--- src/rtl/vic_pkg.sv ---
package vic_pkg;
    localparam int PRIO_W  = 4;
    localparam int NUM_TGT = 2;
    localparam int DATA_W  = 32;

    // field positions in a request word
    localparam int B_EN      = 16;
    localparam int B_POL     = 17;
    localparam int B_TGT     = 24;
    localparam int B_WE_TGT  = 25;
    localparam int B_WE_EN   = 26;
    localparam int B_WE_POL  = 27;
    localparam int B_WE_PRIO = 28;

    typedef struct packed {
        logic              tgt;
        logic              pol;
        logic              en;
        logic [PRIO_W-1:0] prio;
    } req_t;

    function automatic logic [DATA_W-1:0] pack_req(input req_t r);
        logic [DATA_W-1:0] w;
        w                  = '0;
        w[PRIO_W-1:0]      = r.prio;
        w[B_EN]            = r.en;
        w[B_POL]           = r.pol;
        w[B_TGT]           = r.tgt;
        return w;
    endfunction
endpackage

--- src/rtl/vic_srcregs.sv ---
module vic_srcregs
    import vic_pkg::*;
#(
    parameter int NUM_SRC = 71,
    parameter int IDX_W   = $clog2(NUM_SRC)
) (
    input  logic              clk,
    input  logic              rst_n,
    input  logic              wr_en,
    input  logic [IDX_W-1:0]  wr_idx,
    input  logic [DATA_W-1:0] wdata,
    output req_t              regs [NUM_SRC]
);
    // source 0 is reserved and stays zero
    assign regs[0] = '0;

    for (genvar i = 1; i < NUM_SRC; i++) begin : g_src
        logic hit;
        assign hit = wr_en && (wr_idx == IDX_W'(i));

        always_ff @(posedge clk or negedge rst_n) begin
            if (!rst_n) begin
                regs[i] <= '0;
            end else if (hit) begin
                if (wdata[B_WE_PRIO]) regs[i].prio <= wdata[PRIO_W-1:0];
                if (wdata[B_WE_EN])   regs[i].en   <= wdata[B_EN];
                if (wdata[B_WE_POL])  regs[i].pol  <= wdata[B_POL];
                if (wdata[B_WE_TGT])  regs[i].tgt  <= wdata[B_TGT];
            end
        end
    end
endmodule

--- src/rtl/vic_arb.sv ---
module vic_arb
    import vic_pkg::*;
#(
    parameter int NUM_SRC = 71,
    parameter int IDX_W   = $clog2(NUM_SRC),
    parameter int TGT_ID  = 0
) (
    input  logic              clk,
    input  logic              rst_n,
    input  logic [NUM_SRC-1:0] eligible,
    input  logic [NUM_SRC-1:0] tgt_sel,
    input  logic [PRIO_W-1:0] prio [NUM_SRC],
    input  logic [PRIO_W-1:0] mask,
    output logic              irq,
    output logic [IDX_W-1:0]  win_idx
);
    logic [NUM_SRC-1:0] pend;
    logic [PRIO_W-1:0]  best_p;
    logic [IDX_W-1:0]   best_i;
    logic               any;

    always_comb begin
        pend[0] = 1'b0;
        for (int i = 1; i < NUM_SRC; i++) begin
            pend[i] = eligible[i] && (tgt_sel[i] == 1'(TGT_ID)) && (prio[i] > mask);
        end
    end

    // scan downward so equal priority lands on the lower index
    always_comb begin
        best_p = '0;
        best_i = '0;
        any    = 1'b0;
        for (int i = NUM_SRC - 1; i >= 1; i--) begin
            if (pend[i] && (prio[i] >= best_p)) begin
                best_p = prio[i];
                best_i = IDX_W'(i);
                any    = 1'b1;
            end
        end
    end

    always_ff @(posedge clk or negedge rst_n) begin
        if (!rst_n) begin
            irq     <= 1'b0;
            win_idx <= '0;
        end else begin
            irq     <= any;
            win_idx <= any ? best_i : '0;
        end
    end
endmodule

--- src/rtl/prio_vic.sv ---
module prio_vic
    import vic_pkg::*;
#(
    parameter int NUM_SRC = 71,
    parameter int ADDR_W  = 8
) (
    input  logic                 clk,
    input  logic                 rst_n,
    input  logic                 bus_wr,
    input  logic [ADDR_W-1:0]    bus_addr,
    input  logic [DATA_W-1:0]    bus_wdata,
    output logic [DATA_W-1:0]    bus_rdata,
    input  logic [NUM_SRC-1:0]   irq_in,
    output logic [NUM_TGT-1:0]   irq_o
);
    localparam int IDX_W    = $clog2(NUM_SRC);
    localparam int TGT_BASE = 2 ** (ADDR_W - 1);

    req_t               src_regs [NUM_SRC];
    logic [PRIO_W-1:0]  prio_arr [NUM_SRC];
    logic [NUM_SRC-1:0] en_vec;
    logic [NUM_SRC-1:0] tgt_vec;
    logic [NUM_SRC-1:0] eligible;
    logic [PRIO_W-1:0]  mask_q   [NUM_TGT];
    logic [IDX_W-1:0]   win_idx  [NUM_TGT];
    logic               src_wr;

    assign src_wr = bus_wr && (bus_addr < ADDR_W'(NUM_SRC));

    vic_srcregs #(.NUM_SRC(NUM_SRC), .IDX_W(IDX_W)) u_regs (
        .clk    (clk),
        .rst_n  (rst_n),
        .wr_en  (src_wr),
        .wr_idx (bus_addr[IDX_W-1:0]),
        .wdata  (bus_wdata),
        .regs   (src_regs)
    );

    for (genvar i = 0; i < NUM_SRC; i++) begin : g_flat
        assign prio_arr[i] = src_regs[i].prio;
        assign en_vec[i]   = src_regs[i].en;
        assign tgt_vec[i]  = src_regs[i].tgt;
        assign eligible[i] = (irq_in[i] ^ src_regs[i].pol) && src_regs[i].en;
    end

    for (genvar t = 0; t < NUM_TGT; t++) begin : g_tgt
        always_ff @(posedge clk or negedge rst_n) begin
            if (!rst_n) begin
                mask_q[t] <= '0;
            end else if (bus_wr && (bus_addr == ADDR_W'(TGT_BASE + 2 * t))) begin
                mask_q[t] <= bus_wdata[PRIO_W-1:0];
            end
        end

        vic_arb #(.NUM_SRC(NUM_SRC), .IDX_W(IDX_W), .TGT_ID(t)) u_arb (
            .clk      (clk),
            .rst_n    (rst_n),
            .eligible (eligible),
            .tgt_sel  (tgt_vec),
            .prio     (prio_arr),
            .mask     (mask_q[t]),
            .irq      (irq_o[t]),
            .win_idx  (win_idx[t])
        );
    end

    always_comb begin
        bus_rdata = '0;
        if (bus_addr < ADDR_W'(NUM_SRC)) begin
            bus_rdata = pack_req(src_regs[bus_addr[IDX_W-1:0]]);
        end else begin
            for (int t = 0; t < NUM_TGT; t++) begin
                if (bus_addr == ADDR_W'(TGT_BASE + 2 * t)) begin
                    bus_rdata[PRIO_W-1:0] = mask_q[t];
                end
                if (bus_addr == ADDR_W'(TGT_BASE + 2 * t + 1)) begin
                    bus_rdata[IDX_W+2:0] = {win_idx[t], 3'b000};
                end
            end
        end
    end
endmodule

--- config.mk ---
export PLATFORM = sky130hd
export DESIGN_NAME = prio_vic
export DESIGN_NICKNAME = d
export VERILOG_FILES = /design/src/rtl/vic_pkg.sv /design/src/rtl/vic_srcregs.sv /design/src/rtl/vic_arb.sv /design/src/rtl/prio_vic.sv
export SDC_FILE = /design/constraint.sdc
export NUM_CORES = 2
export LEC_CHECK = 0
export BUFFER_PORTS_ARGS = -buffer_cell sky130_fd_sc_hd__buf_2
export CAP_MARGIN = 20
export CELL_PAD_IN_SITES_DETAIL_PLACEMENT = 2
export CELL_PAD_IN_SITES_GLOBAL_PLACEMENT = 2
export CORE_ASPECT_RATIO = 0.75
export CORE_MARGIN = 8
export CORE_UTILIZATION = 41
export CTS_CLUSTER_DIAMETER = 200
export DETAILED_ROUTE_END_ITERATION = 8
export PLACE_DENSITY = 0.82
export SKIP_CTS_REPAIR_TIMING = 1
export SYNTH_ARGS = -nofsm -noshare
export SYNTH_HDL_FRONTEND = slang
export SYNTH_SLANG_ARGS = --single-unit
--- constraint.sdc ---
create_clock -name clk -period 146.9 [get_ports clk]
set_input_delay 14.69 -clock clk [delete_from_list [all_inputs] [get_ports clk]]
set_output_delay 14.69 -clock clk [all_outputs]
set_load 0.1 [all_outputs]
==> flow_metrics.tcl <==
set metrics [dict create \
    status "complete, but fails checks" \
    failed_checks "max-capacitance violations, max-slew violations" \
    via_per_inst 7.35 \
    startpoint_type "input port" \
    wl_per_cell_um 38.0 \
    critPathBufInv 18 \
    avgSynthCellArea_um2 8.79 \
    worst-r2r-setup-slack_ns 16.95 \
    vias 69800 \
    grt_overflow_total 0 \
    grt_pass1_vias 72800 \
    r2r-start "mask_q[7]$_DFFE_PN0P_" \
    start_util 0.413 \
    worstRegToRegCells 508 \
    cts_root_buf "clkbuf_16" \
    pre_cts_slack_ns 6.68 \
    yosysWarnings 0 \
    skew_ns 0.0291 \
    p_comb_frac 0.231 \
    ys_seq_elements 514 \
    async_flop_share 1.00 \
    path_max_fanout 11 \
    max_freq_ghz 0.00701 \
    setup_tns_ns 0 \
    cts_tree "built" \
    layoutNonFillerInstCount 9501 \
    antenna_left 0 \
    dr.pass1.iters 6 \
    dp_hpwl_um 234000 \
    numCtsBuffers 57 \
    die_h_um 359 \
    crit_top_cell "ha_1" \
    wirelength_um 361000 \
    die_w_um 473 \
    power-per-cell-area_nw_per_um2 6.00 \
    synth_cell_types 131 \
    yosys-top-cells-count "ha_1, nand2_1, mux2_2" \
    gr-usage-met2 0.578 \
    core-area_um2 155000 \
    rows 125 \
    fin_crit_sh 0.971 \
    synth_top_area_cell "dfrtp_1" \
    drv_slew 4 \
    cpMaxStageDelayCell "a2111oi_4" \
    drtIter0Drc 8154 \
    vdd_drop_max_mv 0.00891 \
    crit_family "compound AO/OA/AOI/OAI gates" \
    ios 148 \
    worstPathRequired_ns 147.49 \
    synth_area_um2 64100 \
    io_buffers 106 \
    clock-sinks 514 \
    place_inst 9352 \
    setup_ws_ns 4.28 \
    cp_slowest_stage_delay_ns 0.73 \
    hp-start "u_regs.regs[483]$_DFFE_PN0P_" \
    nFillCells 16900 \
    r2r_end "g_tgt[0].u_arb.irq$_DFF_PN0_" \
    setup_violations 0 \
    syn_inst 7298 \
    crit_cells 506 \
    drive_gt1_frac 0.172 \
    synth_area_leaders "dfrtp_1, ha_1, mux2_2" \
    drc 0 \
    cts_buffer_depth 3 \
    min_period_ns 142.62 \
    grt_pass1_wl_um 501000 \
    nNetsFinal 8382 \
    min_path_cells 1 \
    maxCapViolCount 1 \
    worstMarginPinSlew_ns 1.64 \
    hp-class "reg -> reg" \
    clock_latency_ns 0.73 \
    die_area_um2 169000 \
    synth-edff-count 0 \
    place.gp.congestion 0.907 \
    cp-end-kind "flop" \
    ys.flop_type "dfrtp_1" \
    switching_share 0.365 \
    power.leakage_nw 30.2 \
    internal_power_mw 0.264 \
    hold_viol_final 0 \
    synth.top_cell.area_share 0.201 \
    clk_pin_slew_ns 0.08 \
    yosysMostFrequentCell "ha_1" \
    pwr-share-clk 0.406 \
    yosysSeqAreaShare 0.201 \
    grtUsageMet3 0.112 \
    busiest_layer "met2" \
    seqPwrFrac 0.363 \
    relSlewSlack -0.102 \
    critPathKind "in -> reg" \
    grtUsageMet1 0.485 \
    switchingPower_mw 0.152 \
    syn_to_final_growth_pct 8.11 \
    holdPathEnd "u_regs.regs[483]$_DFFE_PN0P_" \
    grt_util_all_layers 0.386 \
    htreeDepth 2 \
    antenna_found_initial 36 \
    cp.arrival_ns 143.21 \
    grt_max_degree 166 \
]
## worst max path at each step
| stage | start | end | slack [ns] |
|---|---|---|---|
| after floorplan | irq_in[70] | g_tgt[0].u_arb.irq$_DFF_PN0_ | 27.68 |
| after global placement | irq_in[70] | g_tgt[1].u_arb.win_idx[6]$_DFF_PN0_ | 12.55 |
| after detailed placement | irq_in[70] | g_tgt[1].u_arb.win_idx[6]$_DFF_PN0_ | 6.68 |
| after CTS | irq_in[70] | g_tgt[0].u_arb.win_idx[5]$_DFF_PN0_ | 4.13 |
| after global routing | irq_in[70] | g_tgt[0].u_arb.irq$_DFF_PN0_ | -0.37 |
| final | irq_in[70] | g_tgt[0].u_arb.irq$_DFF_PN0_ | 4.28 |
## sequential cells by signal, summed over array words and instances, names as in the netlist
register	cells
u_regs.regs	490
g_tgt.u_arb.win_idx	14
mask_q	8
g_tgt.u_arb.irq	2
## power groups by stage
stage / logic (mW) / registers [mW] / clock network [mW]
floorplan: 0.0533 / 0.149 / 0
global placement: 0.0760 / 0.152 / 0
detailed placement: 0.0844 / 0.153 / 0
CTS: 0.0893 / 0.150 / 0.162
global route: 0.0991 / 0.151 / 0.168
finish: 0.0960 / 0.151 / 0.169
## cell families (layout without fill, tap and decap cells)
| logic type | after synthesis | in the layout | synth area share |
|---|---|---|---|
| buffers and inverters | 571 | 628 | 0.0350 |
| AOI/OAI and AO/OA | 1917 | 1917 | 0.208 |
| and+or+nand+nor | 2412 | 2412 | 0.186 |
| muxes | 833 | 833 | 0.170 |
| other | 1 | 52 | 0.0000585 |
| DFF | 514 | 514 | 0.201 |
| xor gates and xnor gates | 70 | 70 | 0.00956 |
| adders and majority gates | 980 | 980 | 0.190 |
## layout make-up
| class | count | area, um2 | share of cell area |
|---|---|---|---|
| clock inverter | 28 | 323 | 0.00466 |
| sequential | 514 | 12900 | 0.186 |
| antenna | 33 | 82.6 | 0.00119 |
| inverter | 332 | 1250 | 0.0181 |
| multi-input combinational | 6231 | 49300 | 0.712 |
| tap | 2095 | 2620 | 0.0378 |
| clock buffer | 80 | 1640 | 0.0237 |
| timing repair buffer | 188 | 1210 | 0.0174 |
## worst register-to-register path: cells and delay by family, from the launching register on
family	cells	cell delay (ns)
AO/OA/AOI/OAI	224	58.87
adder cells (fa/ha/maj)	86	26.24
AND/OR/NAND/NOR	143	26.86
flip-flops	1	0.43
buffers and inverters	17	2.66
multiplexers	38	14.71
## cells in the final DEF, fill, tap and decap left out, drive strengths merged, types with 183 or more instances in the layout
| master | instances |
|---|---|
| ha | 944 |
| nand2 | 778 |
| mux2 | 615 |
| dfrtp | 514 |
| nor2 | 419 |
| a21oi | 413 |
| o21ai | 406 |
| inv | 327 |
| nand2b | 291 |
| buf | 183 |
## through the flow
step	instance area, um2	total power [mW]	util	hold WS [ns]
floorplan	64200	0.203	-	0.479
global placement	67000	0.228	0.432	0.489
detailed placement	67000	0.237	0.432	0.513
CTS	68900	0.401	0.444	0.525
global route	69300	0.418	0.446	0.558
finish	69300	0.416	0.447	0.545
## routing by layer
layer,share of wire,wire length (um)
met1,0.38,138000
met2,0.41,148000
met3,0.12,43200
met4,0.086,31200
met5,0.00078,282
No activity file was read; power rests on OpenSTA's default activity.
